### src/rtl/tod_pkg.sv
package tod_pkg;

    localparam int NUM_REGS = 8;
    localparam int OFF_W    = $clog2(NUM_REGS);

    typedef enum logic [OFF_W-1:0] {
        OFF_CTRL = 3'd0,
        OFF_SEC  = 3'd1,
        OFF_MIN  = 3'd2,
        OFF_HOUR = 3'd3,
        OFF_WDAY = 3'd4,
        OFF_DATE = 3'd5,
        OFF_MON  = 3'd6,
        OFF_YEAR = 3'd7
    } tod_off_e;

    typedef struct packed {
        logic [7:0] ctrl;
        logic       halt;
        logic [6:0] sec;
        logic [6:0] min;
        logic [5:0] hour;
        logic       cent;
        logic [2:0] wday;
        logic [5:0] date;
        logic [4:0] mon;
        logic [7:0] year;
    } tod_state_t;

    function automatic logic [7:0] bcd_inc(input logic [7:0] v);
        if (v[3:0] == 4'd9) return {v[7:4] + 4'd1, 4'd0};
        else                return {v[7:4], v[3:0] + 4'd1};
    endfunction

    function automatic logic bcd_legal(input logic [7:0] v);
        return (v[3:0] <= 4'd9) && (v[7:4] <= 4'd9);
    endfunction

endpackage

### src/rtl/tod_wr_check.sv
module tod_wr_check
    import tod_pkg::*;
(
    input  tod_off_e   off_i,
    input  logic [7:0] data_i,
    output logic       ok_o,
    output logic [7:0] field_o
);
    always_comb begin
        ok_o    = 1'b1;
        field_o = data_i;
        unique case (off_i)
            OFF_CTRL: field_o = (data_i & 8'h5F) | 8'h90;
            OFF_SEC, OFF_MIN: begin
                field_o = {1'b0, data_i[6:0]};
                ok_o    = bcd_legal(field_o) && (field_o <= 8'h59);
            end
            OFF_HOUR: begin
                field_o = {2'b00, data_i[5:0]};
                ok_o    = bcd_legal(field_o) && (field_o <= 8'h23);
            end
            OFF_DATE: begin
                field_o = {2'b00, data_i[5:0]};
                ok_o    = bcd_legal(field_o) && (field_o != 8'h00) && (field_o <= 8'h31);
            end
            OFF_MON: begin
                field_o = {3'b000, data_i[4:0]};
                ok_o    = bcd_legal(field_o) && (field_o != 8'h00) && (field_o <= 8'h12);
            end
            OFF_YEAR: ok_o = bcd_legal(data_i);
            default:  field_o = data_i;
        endcase
    end
endmodule

### src/rtl/tod_month_len.sv
module tod_month_len #(
    parameter int BASE_YEAR = 1900
) (
    input  logic [4:0] mon_i,
    input  logic [7:0] year_i,
    output logic [5:0] last_o
);
    logic [7:0]  ybin;
    logic [15:0] full;
    logic        leap;

    always_comb begin
        ybin = ({4'b0000, year_i[7:4]} * 8'd10) + {4'b0000, year_i[3:0]};
        full = 16'(BASE_YEAR) + {8'b0, ybin};
        leap = (full[1:0] == 2'b00);
        unique case (mon_i)
            5'h02:                      last_o = leap ? 6'h29 : 6'h28;
            5'h04, 5'h06, 5'h09, 5'h11: last_o = 6'h30;
            default:                    last_o = 6'h31;
        endcase
    end
endmodule

### src/rtl/tod_regbank.sv
module tod_regbank
    import tod_pkg::*;
#(
    parameter int BASE_YEAR = 1900
) (
    input  logic       clk,
    input  logic       rst_n,
    input  logic       tick_i,
    input  logic       we_i,
    input  logic [2:0] addr_i,
    input  logic [7:0] wdata_i,
    output logic [7:0] rdata_o
);
    tod_state_t s_d, s_q;
    tod_off_e   off;
    logic       wr_ok;
    logic [7:0] wr_field;
    logic [5:0] last_date;
    logic       run;

    assign off = tod_off_e'(addr_i);

    tod_wr_check u_chk (
        .off_i   (off),
        .data_i  (wdata_i),
        .ok_o    (wr_ok),
        .field_o (wr_field)
    );

    tod_month_len #(.BASE_YEAR(BASE_YEAR)) u_len (
        .mon_i  (s_q.mon),
        .year_i (s_q.year),
        .last_o (last_date)
    );

    assign run = tick_i && !s_q.halt;

    always_comb begin
        s_d = s_q;
        if (run) begin
            s_d.sec = 7'(bcd_inc({1'b0, s_q.sec}));
            if (s_q.sec == 7'h59) begin
                s_d.sec = 7'h00;
                s_d.min = 7'(bcd_inc({1'b0, s_q.min}));
                if (s_q.min == 7'h59) begin
                    s_d.min  = 7'h00;
                    s_d.hour = 6'(bcd_inc({2'b00, s_q.hour}));
                    if (s_q.hour == 6'h23) begin
                        s_d.hour = 6'h00;
                        s_d.wday = (s_q.wday == 3'd7) ? 3'd1 : s_q.wday + 3'd1;
                        s_d.date = 6'(bcd_inc({2'b00, s_q.date}));
                        if (s_q.date >= last_date) begin
                            s_d.date = 6'h01;
                            s_d.mon  = 5'(bcd_inc({3'b000, s_q.mon}));
                            if (s_q.mon == 5'h12) begin
                                s_d.mon  = 5'h01;
                                s_d.year = (s_q.year == 8'h99) ? 8'h00 : bcd_inc(s_q.year);
                            end
                        end
                    end
                end
            end
        end
        if (we_i) begin
            unique case (off)
                OFF_CTRL: s_d.ctrl = wr_field;
                OFF_SEC: begin
                    s_d.halt = wdata_i[7];
                    if (wr_ok) s_d.sec = wr_field[6:0];
                end
                OFF_MIN:  if (wr_ok) s_d.min  = wr_field[6:0];
                OFF_HOUR: if (wr_ok) s_d.hour = wr_field[5:0];
                OFF_WDAY: begin
                    s_d.cent = wdata_i[6];
                    s_d.wday = wdata_i[2:0];
                end
                OFF_DATE: if (wr_ok) s_d.date = wr_field[5:0];
                OFF_MON:  if (wr_ok) s_d.mon  = wr_field[4:0];
                OFF_YEAR: if (wr_ok) s_d.year = wr_field;
                default: ;
            endcase
        end
    end

    always_ff @(posedge clk or negedge rst_n) begin
        if (!rst_n) begin
            s_q <= '{ctrl: 8'h90, halt: 1'b0, sec: 7'h00, min: 7'h00, hour: 6'h00,
                     cent: 1'b0, wday: 3'd1, date: 6'h01, mon: 5'h01, year: 8'h00};
        end else begin
            s_q <= s_d;
        end
    end

    always_comb begin
        unique case (off)
            OFF_CTRL: rdata_o = s_q.ctrl;
            OFF_SEC:  rdata_o = {s_q.halt, s_q.sec};
            OFF_MIN:  rdata_o = {1'b0, s_q.min};
            OFF_HOUR: rdata_o = {2'b00, s_q.hour};
            OFF_WDAY: rdata_o = {1'b0, s_q.cent, 3'b000, s_q.wday};
            OFF_DATE: rdata_o = {2'b00, s_q.date};
            OFF_MON:  rdata_o = {3'b000, s_q.mon};
            OFF_YEAR: rdata_o = s_q.year;
            default:  rdata_o = 8'h00;
        endcase
    end


    sec_bcd_range_chk: assert property (@(posedge clk) disable iff (!rst_n)
        (s_q.sec <= 7'h59) && (s_q.sec[3:0] <= 4'd9) && (s_q.min <= 7'h59));


    halt_hold_chk: assert property (@(posedge clk) disable iff (!rst_n)
        (s_q.halt && !we_i) |=> ($stable(s_q.sec) && $stable(s_q.min) && $stable(s_q.date)));


    ctrl_forced_chk: assert property (@(posedge clk) disable iff (!rst_n)
        s_q.ctrl[7] && s_q.ctrl[4] && !s_q.ctrl[5]);


    hour_reject_chk: assert property (@(posedge clk) disable iff (!rst_n)
        (we_i && addr_i == 3'd3 && wdata_i[5:0] > 6'h23 && !tick_i) |=> $stable(s_q.hour));


    date_month_legal_chk: assert property (@(posedge clk) disable iff (!rst_n)
        (s_q.date != 6'h00) && (s_q.date <= 6'h31) && (s_q.mon != 5'h00) && (s_q.mon <= 5'h12));


    sec_step_chk: assert property (@(posedge clk) disable iff (!rst_n)
        (tick_i && !s_q.halt && !we_i && s_q.sec == 7'h59) |=> (s_q.sec == 7'h00));

endmodule

### config.mk
export PLATFORM = sky130hd
export DESIGN_NAME = tod_regbank
export DESIGN_NICKNAME = d
export VERILOG_FILES = /design/src/rtl/tod_pkg.sv /design/src/rtl/tod_wr_check.sv /design/src/rtl/tod_month_len.sv /design/src/rtl/tod_regbank.sv
export SDC_FILE = /design/constraint.sdc
export NUM_CORES = 1
export LEC_CHECK = 0
export BUFFER_PORTS_ARGS = -buffer_cell sky130_fd_sc_hd__clkbuf_2
export CORE_AREA = 10 10 93 95
export CTS_CLUSTER_SIZE = 40
export DETAILED_ROUTE_END_ITERATION = 8
export DIE_AREA = 0 0 103 105
export PLACE_DENSITY = 0.79
export SETUP_SLACK_MARGIN = 0.15
export SKIP_LAST_GASP = 1
export SLEW_MARGIN = 30
export SYNTH_ARGS = -nofsm -noshare
export SYNTH_HDL_FRONTEND = slang
export SYNTH_SLANG_ARGS = --single-unit
### constraint.sdc
create_clock -name clk -period 3.55 [get_ports clk]
set_input_delay 0.1775 -clock clk [delete_from_list [all_inputs] [get_ports clk]]
set_output_delay 0.1775 -clock clk [all_outputs]
set_load 0.005 [all_outputs]
==> qor.yml, run 1 <==
status: "complete, no violations"
min_path_type: "input port to flip-flop"
reg2reg_setup_slack_ps: 320
rsz0062_at_grt: "no"
first_pass_iters: 5
drc: 0
ys_seq_elements: 52
finalSetupTns_ps: 0
drt_wl_total_um: 11380
pre_cts_ws_ps: 279.4
ant_nets: 0
setup_violations: 0
dpl_cell_area_um2: 4249
cap_viol_max_count: 0
period_share_pct: 90.98
worstSetupPathType: "flip-flop to flip-flop"
design.portCount: 23
largest-register: "s_q"
power_density_nw_per_um2: 516.5
slew_viol_final: 0
numCtsBuffers: 5
max_slew_margin_pct: 41.43
tightest_slew_ps: 875.2
insertion_delay_ps: 310
area_delta_synth_final_pct: 7.228
worstHoldStart: "wdata_i[6]"
fin_crit_ps: 3230
fmax_mhz: 309.6
final.setup_skew_ps: 8.612
fin_ws_ps: 320.1
design.die.area_um2: 10820
synth_area_per_cell_um2: 9.306
reg2regPathDepth: 10
ys_async_sr_fraction_pct: 100.0
syn-instance-count: 439
placementRows: 30
worst_hold_slack_ps: 194.0
yosys-top-cells-count: "dfrtp_1, mux2i_1, nor2_1, nand2_1, inv_1"
synth_ff_type: "dfrtp_1"
r2r_start: "s_q[1]$_DFF_PN0_"
drtIter0Drc: 415
grt_pass1_vias: 3572
layout.cells.non_filler: 535
coreArea_um2: 6756
synth.most_common_cell: "dfrtp_1"
wl_per_cell_um: 21.27
grt_use_total_pct: 21.11
largest_reg_flops: 52
overflow: 0
die_y_um: 105
die_w_um: 103
synth-seq-area-share_pct: 32.01
p_total_mw: 2.262
yosys_warnings: 0
fin_util_pct: 64.83
syn_area_um2: 4085
htree_levels: 2
dp_hpwl_um: 8113
yosys.area.top_type_share_pct: 28.79
final_area_um2: 4380
dpl.cell_count: 524
hold_viol_final: 0
critPathArrivalTime_ps: 3430
cts-root-buf: "clkbuf_8"
via_count: 3670
antenna_found_initial: 0
ys_types: 66
r2r-end: "s_q[0]$_DFF_PN0_"
grt_max_degree: 30
clk_pin_slew_ps: 100
top_regs: "s_q: 52 flops"
gp_congestion: 0.9065
clock-sinks: 52
final_layout_size_suffix_gt1_share_pct: 20.00
via_per_inst: 6.860
synth_largest_area_cell: "dfrtp_1"
nNetsFinal: 485
hold_depth: 2
numPortBuffers: 22
p_leak_nw: 1.963
peakVddDrop_mv: 0.3714
cp.required_ps: 3750
start_util_pct: 60.46
cts.path.max_buffers: 2
grt_pass1_wl_um: 18330
cp-end-kind: "flip-flop"
syn_nets: 470
cp_max_fo: 7
synth_edf_count: 0
synthTopCellsByArea: "dfrtp_1, mux2i_1, mux2_2"
critPathLaunch: "s_q[1]$_DFF_PN0_"
min_to: "s_q[22]$_DFFE_PN0P_"
startpoint_type: "flip-flop"
cts_tree: "done"
n_antenna_cell: 0
per-layer routing:
metal | track usage, % | wire length, µm
met1 | 26.25 | 4635
met2 | 34.13 | 5484
met3 | 3.360 | 798
met4 | 10.54 | 462
met5 | 0 | 0
placed cells by master, fill, tap and decap left out, types with 4 or more instances in the layout:
| cell | n |
|---|---|
| a211oi_1 | 5 |
| a21oi_1 | 23 |
| a221oi_1 | 5 |
| a22o_1 | 5 |
| a22oi_1 | 8 |
| and2_1 | 4 |
| and3_1 | 7 |
| and3b_1 | 4 |
| buf_4 | 9 |
| clkbuf_2 | 22 |
| clkbuf_8 | 6 |
| dfrtp_1 | 45 |
| dfstp_2 | 5 |
| ha_1 | 16 |
| inv_1 | 25 |
| mux2_2 | 24 |
| mux2i_1 | 31 |
| nand2_1 | 27 |
| nand2b_1 | 11 |
| nand3_1 | 13 |
| nor2_1 | 31 |
| nor2b_1 | 8 |
| nor3_1 | 5 |
| nor3b_1 | 4 |
| nor4_1 | 7 |
| o21ai_0 | 20 |
| o31ai_1 | 5 |
| o41ai_1 | 7 |
| xnor2_1 | 5 |
| xor2_1 | 7 |
critical path: stages (launching register included):
cell	delay [ps]
dfrtp_2	460
xor2_1	190
o21ai_0	110
a2111oi_1	380
a31oi_1	80
ha_1	270
or4b_1	580
a211oi_4	320
or4_4	200
mux2_4	290
mux2_4	250
logic make-up after synthesis:
family / after synthesis / share of synthesized area [%]
simple gates: 141 / 20.28
xor+xnor: 12 / 2.573
compound gates: 110 / 19.85
buf+inv: 50 / 4.900
fa+ha+maj: 16 / 4.900
flops: 52 / 32.01
mux: 58 / 15.50
power by group:
| part | internal, mW | total [mW] | switching (mW) |
|---|---|---|---|
| clock | 0.160 | 0.356 | 0.196 |
| sequential | 0.760 | 1.01 | 0.253 |
| combinational | 0.433 | 0.893 | 0.460 |
| total | 1.35 | 2.26 | 0.910 |
how the worst max path moves through the flow:
stage and to:
6_report s_q[0]$_DFF_PN0_, 5_1_grt s_q[7]$_DFF_PN0_, 4_1_cts s_q[7]$_DFF_PN0_, 3_5_place_dp s_q[7]$_DFF_PN0_
3_3_place_gp s_q[9]$_DFF_PN0_, 2_1_floorplan s_q[0]$_DFF_PN0_
repair_timing:
| item | in CTS | in global routing |
|---|---|---|
| setup buffers | 0 | 2 |
| gates resized for setup | 0 | 6 |
| endpoints found under the setup margin | 0 | 9 |
| hold buffers | 1 | 0 |
| endpoints found under the hold margin | 20 | 0 |
final cells by class:
type | count | area (µm²)
clock buffers | 8 | 90.09
fillers | 549 | 2376
inverters | 25 | 93.84
multi-input cells | 337 | 2587
flip-flops and latches | 52 | 1310
well taps | 80 | 100.1
repair buffers | 33 | 198.9
Note: power is estimated with default switching activity, not from simulation.
==> inputs of run 2 (changes only) <==
--- a/config.mk
+++ b/config.mk
@@ -5,11 +5,11 @@
 export SDC_FILE = /design/constraint.sdc
 export NUM_CORES = 1
 export LEC_CHECK = 0
-export BUFFER_PORTS_ARGS = -buffer_cell sky130_fd_sc_hd__clkbuf_2
-export CORE_AREA = 10 10 93 95
+export CORE_AREA = 10 10 91 93
 export CTS_CLUSTER_SIZE = 40
 export DETAILED_ROUTE_END_ITERATION = 8
-export DIE_AREA = 0 0 103 105
+export DIE_AREA = 0 0 101 103
+export DONT_BUFFER_PORTS = 1
 export PLACE_DENSITY = 0.79
 export SETUP_SLACK_MARGIN = 0.15
 export SKIP_LAST_GASP = 1
==> run 2 against run 1 <==
Count of clock-buffer cells in the layout is 1 lower. Clock skew is 6.9 ps higher. Sequential share of layout area rose by 0.45 points. Via count fell by 3.4%. Sequential power hardly changed. First-iteration DRC count fell by 13%. Clock power rose by 3%. Critical endpoint is now s_q[2]$_DFF_PN0_.
==> qor.yml, run 2 (synthesized netlist as in run 1, its figures left out) <==
first_pass_iters: 5
cp_max_fo: 14
via_count: 3546
hold_viol_final: 0
period_share_pct: 90.32
power_frac_comb_pct: 37.9
cp_num_buf_inv: 1
swShare_pct: 39.70
crit_family: "compound AO/OA/AOI/OAI gates"
wl_per_cell_um: 21.96
clock-sinks: 52
switchingPower_mw: 0.8788
final.setup_skew_ps: 15.55
clk_pin_slew_ps: 110
rsz0062_at_grt: "no"
cts.path.max_buffers: 2
final_common_cell: "dfrtp_1"
cp.required_ps: 3740
design.die.area_um2: 10400
numPortBuffers: 0
largest_reg_flops: 52
insertion_delay_ps: 310
peakVddDrop_mv: 0.3866
seqPwrFrac_pct: 45.6
cap_viol_max_count: 0
cp_slowest_cell: "or4b_1"
nNetsFinal: 464
status: "complete, no violations"
coreArea_um2: 6569
power_density_nw_per_um2: 513.9
via_per_inst: 6.899
dp_hpwl_um: 7939
drc: 0
drt_wl_total_um: 11290
gp_congestion: 0.9661
n_antenna_cell: 0
overflow: 0
clock_power_share_pct: 16.5
layout.cells.non_filler: 514
grt_pass1_wl_um: 18210
final_layout_size_suffix_gt1_share_pct: 15.21
antenna_found_initial: 0
slew_viol_final: 0
final_area_um2: 4308
grt_pass1_vias: 3333
grt_max_degree: 53
critPathArrivalTime_ps: 3400
ant_nets: 0
internal_power_mw: 1.335
numCtsBuffers: 5
fin_crit_ps: 3206
top_regs: "s_q: 52 flops"
dpl_cell_area_um2: 4144
p_leak_nw: 1.888
tightest_slew_ps: 755.3
worstSetupPathType: "flip-flop to flip-flop"
dpl.cell_count: 501
finalSetupTns_ps: 0
final_cell_mix: "dfrtp_1, nor2_1, mux2i_1"
largest-register: "s_q"
reg2reg_setup_slack_ps: 340
cts-root-buf: "clkbuf_8"
max_slew_margin_pct: 49.31
design.portCount: 23
htree_levels: 2
grt_use_total_pct: 22.02
crit_path_max_incr_delay_ps: 540
die_y_um: 103
drtIter0Drc: 363
worstPathCellList: "xor2_1 -> o21ai_0 -> a2111oi_1 -> a31oi_1 -> ha_1 -> or4b_1 -> a211oi_2 -> buf_12 -> nor4_1 -> mux2_2 -> mux2_2"
die_w_um: 101
cts_tree: "done"
fmax_mhz: 311.9
start_util_pct: 62.19
cp-end-kind: "flip-flop"
placementRows: 30
area_delta_synth_final_pct: 5.452
min_path_type: "input port to flip-flop"
cpMostUsedCell: "mux2_2"
setup_violations: 0
startpoint_type: "flip-flop"
==> run 2: final timing paths <==
path | start | endpoint | cells after the start
worst max-delay path | s_q[1]$_DFF_PN0_ | s_q[2]$_DFF_PN0_ | 11
worst min-delay path | wdata_i[3] | s_q[39]$_DFF_PN0_ | 1
worst max register to register | s_q[1]$_DFF_PN0_ | s_q[2]$_DFF_PN0_ | 11
worst min register to register | s_q[45]$_DFFE_PN0P_ | s_q[45]$_DFFE_PN0P_ | 2
max in group asynchronous | rst_n | s_q[51]$_DFFE_PN1P_ | 2
min in group asynchronous | rst_n | s_q[3]$_DFF_PN0_ | 2
==> run 2: area by class of cell <==
class | instances | area, µm²
multi-input cells | 337 | 2579
clock buffers | 7 | 86.33
repair buffers | 12 | 132.6
clock inverters | 1 | 8.758
inverters | 25 | 93.84
fillers | 544 | 2261
well taps | 80 | 100.1
flip-flops and latches | 52 | 1308
==> run 2: power by group through the flow <==
stage / sequential, mW / clock [mW] / combinational (mW)
global placement: 1.00 / 0 / 0.774
global route: 1.03 / 0.396 / 0.932
CTS: 0.998 / 0.374 / 0.831
finish: 1.01 / 0.366 / 0.839
floorplan: 0.912 / 0 / 0.665
detailed placement: 1.01 / 0 / 0.806
==> run 2: timing repair <==
action	CTS	global route
endpoints found under the hold margin	55	0
resized for setup	0	1
setup endpoints to repair	0	1
hold buffers	5	0
setup buffers	0	0
==> run 2: layer usage <==
metal  global-route usage [%]  vias up  routed length, µm
met2                    36.12      196               5388
li1                         -     1625                  -
met3                    3.552       38                948
met4                    7.503        0                425
met5                        0        -                  0
met1                    28.78     1687               4528
==> run 2: metrics by stage <==
stage	utilization [%]	hold slack (ps)	setup slack [ps]	power (mW)
after detailed placement	63.09	-115.6	360.9	1.815
after CTS	65.56	14.29	331.9	2.203
after global placement	63.09	-115.7	380.6	1.776
after global routing	65.58	0.5565	186.4	2.360
final	65.58	11.69	343.7	2.214
after floorplan	-	-118.1	475.6	1.577
==> inputs of run 3 (changes only) <==
--- a/config.mk
+++ b/config.mk
@@ -10,6 +10,7 @@
 export DETAILED_ROUTE_END_ITERATION = 8
 export DIE_AREA = 0 0 101 103
 export DONT_BUFFER_PORTS = 1
+export HOLD_SLACK_MARGIN = 0.05
 export PLACE_DENSITY = 0.79
 export SETUP_SLACK_MARGIN = 0.15
 export SKIP_LAST_GASP = 1
==> run 3 against run 2 <==
Die area unchanged. Register-to-register slack about the same. Clock power about the same. Worst hold slack improved by 120 ps. Critical path depth unchanged. Non-clock buffer count increased by 3. Final cell count increased by 0.58%. First-iteration DRC count increased by 15%. Sequential power about the same. Fmax increased by 0.25%. Flip-flop and latch count unchanged. Global-route usage increased by 0.098 points. Critical path type unchanged.
==> qor.yml, run 3 (synthesized netlist as in run 1, its figures left out) <==
numCtsBuffers: 5
r2r_start: "s_q[1]$_DFF_PN0_"
placementRows: 30
coreArea_um2: 6569
start_util_pct: 62.19
final_area_um2: 4338
dp_hpwl_um: 7939
cp_max_fo: 14
min_path_type: "input port to flip-flop"
drtIter0Drc: 416
first_pass_iters: 6
via_per_inst: 6.928
grt_use_total_pct: 22.12
final_cell_mix: "dfrtp_1, nor2_1, mux2i_1"
reg2regPathDepth: 11
grt_max_degree: 53
worstPathCellList: "xor2_1 -> o21ai_0 -> a2111oi_1 -> a31oi_1 -> ha_1 -> or4b_1 -> a211oi_2 -> buf_12 -> nor4_1 -> mux2_2 -> mux2_2"
via_count: 3582
insertion_delay_ps: 310
cap_viol_max_count: 0
seqPwrFrac_pct: 45.4
p_leak_nw: 1.901
hold_viol_final: 0
multiInputGateArea_um2: 2579
min_to: "s_q[6]$_DFF_PN0_"
cp_num_buf_inv: 1
final_layout_size_suffix_gt1_share_pct: 15.10
nFillCells: 539
ant_nets: 0
die_w_um: 101
cp_slowest_cell: "or4b_1"
dpl_cell_area_um2: 4144
startpoint_type: "flip-flop"
final_common_cell: "dfrtp_1"
final.setup_skew_ps: 11.19
drc: 0
critPathArrivalTime_ps: 3390
overflow: 0
period_share_pct: 90.09
htree_levels: 2
grt_pass1_wl_um: 18290
clock-sinks: 52
crit_path_max_incr_delay_ps: 540
top_regs: "s_q: 52 flops"
fmax_mhz: 312.7
worstHoldStart: "addr_i[2]"
post_cts_buffers: 0
internal_power_mw: 1.337
register_area_um2: 1308
status: "complete, no violations"
peakVddDrop_mv: 0.3819
design.portCount: 23
max_slew_margin_pct: 51.22
gp_congestion: 0.9661
tightest_slew_ps: 728.9
design.die.area_um2: 10400
wl_per_cell_um: 22.07
crit_family: "compound AO/OA/AOI/OAI gates"
numPortBuffers: 0
hold_depth: 2
drt_wl_total_um: 11410
cpMostUsedCell: "mux2_2"
largest_reg_flops: 52
cts.path.max_buffers: 2
cts_tree: "done"
power_frac_comb_pct: 38.0
setup_violations: 0
area_delta_synth_final_pct: 6.187
n_antenna_cell: 0
finalSetupTns_ps: 0
fin_crit_ps: 3198
reg2reg_setup_slack_ps: 350
antenna_found_initial: 0
clock_power_share_pct: 16.6
rsz0062_at_grt: "no"
switchingPower_mw: 0.8860
cp.required_ps: 3750
swShare_pct: 39.86
grt_pass1_vias: 3358
worstSetupPathType: "flip-flop to flip-flop"
r2r-end: "s_q[2]$_DFF_PN0_"
die_y_um: 103
power_density_nw_per_um2: 512.5
cp-end-kind: "flip-flop"
largest-register: "s_q"
clk_pin_slew_ps: 110
slew_viol_final: 0
nNetsFinal: 467
cts-root-buf: "clkbuf_8"
## run 3: cell types whose count changed in the layout (fill, tap and decap cells not counted), sizes merged
cell,change
dlygate4sd3,+3
## run 3: area by class of cell
type	count	area share (%)
clock buffers	7	1.990
repair buffers	15	3.750
flip-flops and latches	52	30.14
clock inverters	1	0.2019
well taps	80	2.307
multi-input cells	337	59.45
inverters	25	2.163
## run 3: how the worst max path moves through the flow
| stage | start | endpoint | slack [ps] | cells after the start |
|---|---|---|---|---|
| 2_1_floorplan | s_q[4]$_DFF_PN0_ | s_q[0]$_DFF_PN0_ | 480 | 10 |
| 3_3_place_gp | s_q[1]$_DFF_PN0_ | s_q[2]$_DFF_PN0_ | 380 | 11 |
| 3_5_place_dp | s_q[1]$_DFF_PN0_ | s_q[2]$_DFF_PN0_ | 360 | 11 |
| 4_1_cts | s_q[1]$_DFF_PN0_ | s_q[2]$_DFF_PN0_ | 330 | 11 |
| 5_1_grt | s_q[1]$_DFF_PN0_ | s_q[2]$_DFF_PN0_ | 190 | 11 |
| 6_report | s_q[1]$_DFF_PN0_ | s_q[2]$_DFF_PN0_ | 350 | 11 |
## run 3: what timing repair did
| action | CTS | global route |
|---|---|---|
| gates resized for setup | 0 | 1 |
| hold buffers | 8 | 0 |
| setup endpoints to repair | 0 | 1 |
| endpoints found under the hold margin | 77 | 0 |
## run 3: routing by layer
metal / share of wire [%] / GRT usage, % / vias up
li1: - / - / 1626
met1: 40 / 29.06 / 1721
met2: 47 / 35.92 / 201
met3: 8.8 / 3.552 / 34
met4: 3.9 / 7.931 / 0
met5: 0 / 0 / -
## run 3: through the flow
stage | power (mW) | hold WS, ps | cells | util, % | setup WS (ps)
after floorplan | 1.577 | -118.1 | 439 | - | 475.6
after global placement | 1.776 | -115.7 | 501 | 63.09 | 380.6
after detailed placement | 1.815 | -115.6 | 501 | 63.09 | 360.9
after CTS | 2.211 | 137.2 | 517 | 66.02 | 331.9
after global routing | 2.369 | 140.2 | 517 | 66.04 | 186.5
final | 2.223 | 133.5 | 517 | 66.04 | 351.6
## run 3: power groups by stage
stage | Clock (mW) | Combinational, mW | Sequential (mW)
after floorplan | 0 | 0.665 | 0.912
after global placement | 0 | 0.774 | 1.00
after CTS | 0.374 | 0.839 | 0.998
final | 0.368 | 0.846 | 1.01
after global routing | 0.396 | 0.940 | 1.03
after detailed placement | 0 | 0.806 | 1.01
